**src/rtl/swc_pkg.sv**
```systemverilog
package swc_pkg;
    typedef enum logic [1:0] {
        ST_IDLE  = 2'd0,
        ST_BREAK = 2'd1,
        ST_DEAD  = 2'd2,
        ST_MAKE  = 2'd3
    } bbm_state_t;
endpackage

```
**src/rtl/swc_sync.sv**
```systemverilog
module swc_sync #(
    parameter int              WIDTH   = 3,
    parameter int              STAGES  = 2,
    parameter logic [WIDTH-1:0] RST_VAL = '0
) (
    input  logic             clk,
    input  logic             rst_n,
    input  logic [WIDTH-1:0] d_in,
    output logic [WIDTH-1:0] q
);
    logic [WIDTH-1:0] stg [STAGES];

    always_ff @(posedge clk or negedge rst_n) begin
        if (!rst_n) begin
            for (int i = 0; i < STAGES; i++) stg[i] <= RST_VAL;
        end else begin
            stg[0] <= d_in;
            for (int i = 1; i < STAGES; i++) stg[i] <= stg[i-1];
        end
    end

    assign q = stg[STAGES-1];
endmodule

```
**src/rtl/swc_shift.sv**
```systemverilog
module swc_shift #(
    parameter int W = 8
) (
    input  logic         clk,
    input  logic         rst_n,
    input  logic         clr_n,
    input  logic         act,
    input  logic         sh_fall,
    input  logic         sh_rise,
    input  logic         din,
    output logic [W-1:0] word,
    output logic         dout
);
    always_ff @(posedge clk or negedge rst_n) begin
        if (!rst_n) begin
            word <= '0;
            dout <= 1'b0;
        end else if (!clr_n) begin
            word <= '0;
            dout <= 1'b0;
        end else if (act) begin
            if (sh_fall) word <= {word[W-2:0], din};
            if (sh_rise) dout <= word[W-1];
        end
    end

    AST_IDLE_HOLD: assert property (@(posedge clk) disable iff (!rst_n)
        (!act && clr_n) |=> $stable(word));
    AST_SDO_EDGE: assert property (@(posedge clk) disable iff (!rst_n)
        (clr_n && !sh_rise) |=> $stable(dout));
endmodule

```
**src/rtl/swc_bbm.sv**
```systemverilog
module swc_bbm
    import swc_pkg::*;
#(
    parameter int W        = 8,
    parameter int DEAD_CYC = 8
) (
    input  logic         clk,
    input  logic         rst_n,
    input  logic         clr_n,
    input  logic         upd,
    input  logic [W-1:0] word,
    output logic [W-1:0] en_q
);
    localparam int CW = $clog2(DEAD_CYC + 1);
    localparam logic [CW-1:0] CNT_LOAD = CW'(DEAD_CYC - 1);

    bbm_state_t    state_q, state_d;
    logic [W-1:0]  tgt_q, pend_word;
    logic          pend_vld;
    logic [CW-1:0] cnt_q;

    always_comb begin
        state_d = state_q;
        unique case (state_q)
            ST_IDLE:  if (upd) state_d = ST_BREAK;
            ST_BREAK: state_d = ST_DEAD;
            ST_DEAD:  if (cnt_q == '0) state_d = ST_MAKE;
            ST_MAKE:  state_d = (upd || pend_vld) ? ST_BREAK : ST_IDLE;
            default:  state_d = ST_IDLE;
        endcase
    end

    always_ff @(posedge clk or negedge rst_n) begin
        if (!rst_n)      state_q <= ST_IDLE;
        else if (!clr_n) state_q <= ST_IDLE;
        else             state_q <= state_d;
    end

    always_ff @(posedge clk or negedge rst_n) begin
        if (!rst_n) begin
            en_q      <= '0;
            tgt_q     <= '0;
            pend_word <= '0;
            pend_vld  <= 1'b0;
            cnt_q     <= '0;
        end else if (!clr_n) begin
            en_q      <= '0;
            tgt_q     <= '0;
            pend_word <= '0;
            pend_vld  <= 1'b0;
            cnt_q     <= '0;
        end else begin
            unique case (state_q)
                ST_IDLE: begin
                    if (upd) tgt_q <= word;
                end
                ST_BREAK: begin
                    en_q  <= en_q & tgt_q;
                    cnt_q <= CNT_LOAD;
                    if (upd) begin
                        pend_vld  <= 1'b1;
                        pend_word <= word;
                    end
                end
                ST_DEAD: begin
                    if (cnt_q != '0) cnt_q <= cnt_q - 1'b1;
                    if (upd) begin
                        pend_vld  <= 1'b1;
                        pend_word <= word;
                    end
                end
                ST_MAKE: begin
                    en_q <= tgt_q;
                    if (upd) begin
                        tgt_q    <= word;
                        pend_vld <= 1'b0;
                    end else if (pend_vld) begin
                        tgt_q    <= pend_word;
                        pend_vld <= 1'b0;
                    end
                end
                default: ;
            endcase
        end
    end

    AST_NO_EARLY_MAKE: assert property (@(posedge clk) disable iff (!rst_n)
        (state_q != ST_MAKE) |=> ((en_q & ~$past(en_q)) == '0));
    AST_CNT_RANGE: assert property (@(posedge clk) disable iff (!rst_n)
        (cnt_q <= CNT_LOAD));
    AST_KEEP_ON: assert property (@(posedge clk) disable iff (!rst_n)
        (clr_n && state_q == ST_MAKE) |=> ((~en_q & $past(en_q)) == '0));
    AST_QUEUE_HOLD: assert property (@(posedge clk) disable iff (!rst_n)
        (clr_n && upd && state_q == ST_DEAD) |=> pend_vld);
endmodule

```
**src/rtl/swc_ctrl.sv**
```systemverilog
module swc_ctrl #(
    parameter int N_SW        = 8,
    parameter int DEAD_CYC    = 8,
    parameter int SYNC_STAGES = 2
) (
    input  logic            clk,
    input  logic            rst_n,
    input  logic            clr_n,
    input  logic            frame_n,
    input  logic            sclk,
    input  logic            sdi,
    output logic            sdo,
    output logic [N_SW-1:0] sw_en
);
    localparam int IDX_FRM = 2;
    localparam int IDX_CLK = 1;
    localparam int IDX_DAT = 0;

    logic [2:0]      raw_in, syn_in;
    logic            frame_prev, sclk_prev;
    logic            upd, act, sh_fall, sh_rise;
    logic [N_SW-1:0] sh_word;

    assign raw_in = {frame_n, sclk, sdi};

    swc_sync #(.WIDTH(3), .STAGES(SYNC_STAGES), .RST_VAL(3'b100)) u_sync (
        .clk   (clk),
        .rst_n (rst_n),
        .d_in  (raw_in),
        .q     (syn_in)
    );

    always_ff @(posedge clk or negedge rst_n) begin
        if (!rst_n) begin
            frame_prev <= 1'b1;
            sclk_prev  <= 1'b0;
        end else begin
            frame_prev <= syn_in[IDX_FRM];
            sclk_prev  <= syn_in[IDX_CLK];
        end
    end

    assign upd     = syn_in[IDX_FRM] & ~frame_prev;
    assign act     = ~syn_in[IDX_FRM];
    assign sh_fall = ~syn_in[IDX_CLK] & sclk_prev;
    assign sh_rise = syn_in[IDX_CLK] & ~sclk_prev;

    swc_shift #(.W(N_SW)) u_shift (
        .clk     (clk),
        .rst_n   (rst_n),
        .clr_n   (clr_n),
        .act     (act),
        .sh_fall (sh_fall),
        .sh_rise (sh_rise),
        .din     (syn_in[IDX_DAT]),
        .word    (sh_word),
        .dout    (sdo)
    );

    swc_bbm #(.W(N_SW), .DEAD_CYC(DEAD_CYC)) u_bbm (
        .clk   (clk),
        .rst_n (rst_n),
        .clr_n (clr_n),
        .upd   (upd),
        .word  (sh_word),
        .en_q  (sw_en)
    );

    AST_CLEAR_OPEN: assert property (@(posedge clk) disable iff (!rst_n)
        !clr_n |=> (sw_en == '0 && sdo == 1'b0));
    AST_UPD_ONLY_FRAME: assert property (@(posedge clk) disable iff (!rst_n)
        (clr_n && act) |=> $stable(sw_en));
endmodule

```
**config.mk**
```make
export PLATFORM = sky130hd
export DESIGN_NAME = swc_ctrl
export DESIGN_NICKNAME = d
export VERILOG_FILES = /design/src/rtl/swc_pkg.sv /design/src/rtl/swc_sync.sv /design/src/rtl/swc_shift.sv /design/src/rtl/swc_bbm.sv /design/src/rtl/swc_ctrl.sv
export SDC_FILE = /design/constraint.sdc
export NUM_CORES = 1
export LEC_CHECK = 0
export BUFFER_PORTS_ARGS = -buffer_cell sky130_fd_sc_hd__clkbuf_2
export CAP_MARGIN = 5
export CORE_ASPECT_RATIO = 0.6
export CORE_MARGIN = 2
export CORE_UTILIZATION = 53
export CTS_CLUSTER_DIAMETER = 40
export DETAILED_ROUTE_END_ITERATION = 7
export GPL_TIMING_DRIVEN = 0
export PLACE_DENSITY = 0.74
export SLEW_MARGIN = 30
export SYNTH_ARGS = -nofsm -noshare
export SYNTH_HDL_FRONTEND = slang
export SYNTH_SLANG_ARGS = --single-unit
```
**constraint.sdc**
```tcl
create_clock -name clk -period 1.6 [get_ports clk]
set_input_delay 0.32 -clock clk [delete_from_list [all_inputs] [get_ports clk]]
set_output_delay 0.32 -clock clk [all_outputs]
set_load 0.005 [all_outputs]
```
==> run metrics <==
initial core utilization 56.55%; Place WS -0.2089 ns; combinational share of power 31.1%; normalized max-slew margin 57.93%; Core Region 0.003744 mm2; Antenna Cells 0; Gate Count Post-Synth 178; Clock Skews 0.006652 ns; Critical Path Max Stage Delay 0.40 ns; synthesized area 0.002117 mm2; Worst VDD drop 815.4 uV; Residual DRC 0; die extent in x 85.59 um; later-pin clock latency in the skew report 0.29 ns; Multi-input gate area 925.9 um2; clock sink count 48; post-layout util 65.57%; Avg Inst Size Synth 11.89 um2; clock root buffer clkbuf_8; CP top delay family simple AND/OR/NAND/NOR gates; Max-cap violations 0; P&R area growth vs syn 15.96%; Post-Route WL 3826 um; Seq/Total Area, Yosys 56.91%; outcome finished, violations left; Final Slew Violations 0; # rows 17; TritonRoute pass-1 iters 4; Final setup viols 2; CTS tree done; Mapped Nets 191; Least-Margin Pin Slew 0.6311 ns; async set-reset flop share out of synthesis 100.0%; post-layout min period 1.614 ns; DR vias 1382; port bufs 13; P_int 2121 uW; total gr overflow 0; num ports 15; worst path required time 1.78 ns; critical path endpoint category register; initial antenna violation count 0; CTS clk-pin slew, worst paths 0.09 ns; worst path buffer plus inverter count 1; Register Area 0.001207 mm2; hold violation count in the final report 0; proportion of synthesized area in mux cells 12.77%; Final Cycle Share 100.9%; vias in the first global route 1340; CTS Hold Bufs 0; P per Cell Area 1263 mW/mm2; ratio of cells with drive above 1 in the final layout 32.68%; Fmax 619.5 MHz; Hold Path Class primary input to asynchronous set/reset pin; Die Y 52.96 um; Post-synth EDFFs 0; Inserted Clock Buffers 5; commonest non-fill, non-tap cell in the layout dfrtp_1; Worst setup SP type register; Post-DRT Antenna Nets 0; largest net degree at the start of global routing 49; sw frac 31.61%; most frequent cells in the layout dfrtp_1 (43), nand2_1 (26), mux2i_1 (18), clkbuf_2 (12), nor2_1 (10); XOR/XNOR share of the synthesized area 0%; htree depth 2; crit-path max FO 4; RSZ-0062 raised after global routing yes; starting DRC count in detailed routing 109; global-route wire length before repair 6555 um; DP Wirelength 2610 um; fin nets 217; YS warnings 0; die area 0.004532 mm2; largest family of logic cells by synthesized area simple AND/OR/NAND/NOR gates; Worst path slowest cell dfrtp_1; post-synthesis adder-cell area fraction 4.137%; RePlAce Congestion 0.7723; fillers 274; crit path DAT 1.79 ns; worst setup path category register to register; All-Layer GR Usage 19.49%; Synth Area in Compound Gates 10.22%; Primary FF master, synth dfrtp_1; synth unique cells 38; clock power share 23.3%; failing checks negative setup slack; mean routed wirelength per cell 15.18 um; worst-path cell chain inv_2 > ha_4 > or3b_4 > a22oi_2 > and3_1 > nor3_2; final worst slack -0.01425 ns; Psw 980.1 uW; register bit count reported by yosys 48; sequential power share 45.6%; cell leakage power 0.001195 uW; vias per cell 5.484; Simple-Gate Fraction of Synth Area 13.48%; Clock Path Buffers 2
==> cell type report <==
class | count | area share [%]
multi-input combinational | 118 | 37.72
clock buffer | 8 | 3.670
tap | 47 | 2.396
sequential | 48 | 49.18
inverter | 5 | 0.9684
buffer | 7 | 1.478
timing repair buffer | 19 | 4.587
==> synth_stat cells (2+ instances only) <==
cell	instances	area, um2
ha_1	7	87.58
mux2_1	8	90.09
inv_1	4	15.01
dfrtp_1	45	1126
nor3_1	2	10.01
nand2b_1	2	12.51
nand2_1	26	97.59
nand2_2	2	12.51
nor2b_1	2	12.51
a21oi_1	3	15.01
dfstp_2	3	78.83
mux2i_1	18	180.2
o221a_2	8	90.09
buf_2	6	30.03
nor2_1	10	37.54
o21ai_1	8	40.04
nor3b_1	2	15.01
nor3_2	2	20.02
==> logic make-up after synthesis <==
family | after synthesis
AND/OR/NAND/NOR | 57
flip-flops | 48
AO/OA/AOI/OAI | 28
multiplexers | 26
adder cells (fa/ha/maj) | 7
buffers and inverters | 12
==> through the flow <==
stage / TNS [ns] / hold slack [ns] / cell area, um2 / std cells / total power, uW
2_1_floorplan: 0 / 0.02441 / 2130 / 178 / 1979
3_3_place_gp: -2.689 / 0.3325 / 2253 / 238 / 2122
3_5_place_dp: -3.380 / 0.3401 / 2256 / 238 / 2157
4_1_cts: 0 / 0.08533 / 2409 / 250 / 3055
5_1_grt: -0.7710 / 0.09016 / 2455 / 252 / 3285
6_report: -0.02575 / 0.06732 / 2455 / 252 / 3101
==> registers in the layout (all words and copies together), names as in the netlist <==
name / flops
u_bbm.tgt_q: 8
u_shift.word: 8
u_bbm.pend_word: 8
u_sync.q: 3
u_bbm.cnt_q: 4
frame_prev: 1
u_shift.dout: 1
u_sync.stg: 3
u_bbm.state_q: 2
sclk_prev: 1
u_bbm.en_q: 8
u_bbm.pend_vld: 1
==> metal layers <==
layer / track usage [%] / vias up / wire, um
li1: - / 678 / -
met1: 28.46 / 679 / 2002
met2: 28.78 / 23 / 1618
met3: 5.148 / 2 / 186
met4: 5.556 / 0 / 19
met5: 0 / - / 0
==> path summary, 6_finish.rpt <==
check | depth (start not counted) | endpoint | slack, ns | start
min | 1 | sclk_prev | 0.07 | rst_n
min reg2reg | 0 | u_sync.q[0] | 0.36 | u_sync.stg[3]
max | 6 | u_bbm.state_q[0] | -0.01 | u_bbm.cnt_q[1]
min in group clk | 1 | u_sync.stg[5] | 0.11 | frame_n
max reg2reg | 6 | u_bbm.state_q[0] | -0.01 | u_bbm.cnt_q[1]
max in group asynchronous | 1 | u_bbm.state_q[1] | 1.09 | rst_n
==> power by group through the flow <==
stage               clock network (uW)  registers, uW  logic, uW
floorplan                            0           1400        576
detailed placement                   0           1430        731
global placement                     0           1420        705
global route                       798           1430       1060
CTS                                749           1410        894
finish                             723           1410        964
==> timing repair <==
action | CTS | global route
setup buffers | 4 | 2
setup endpoints to repair | 21 | 21
endpoints found under the hold margin | 0 | 0
pin swaps | 3 | 1
resized for setup | 12 | 9
Power figures use the tool's default switching activity.
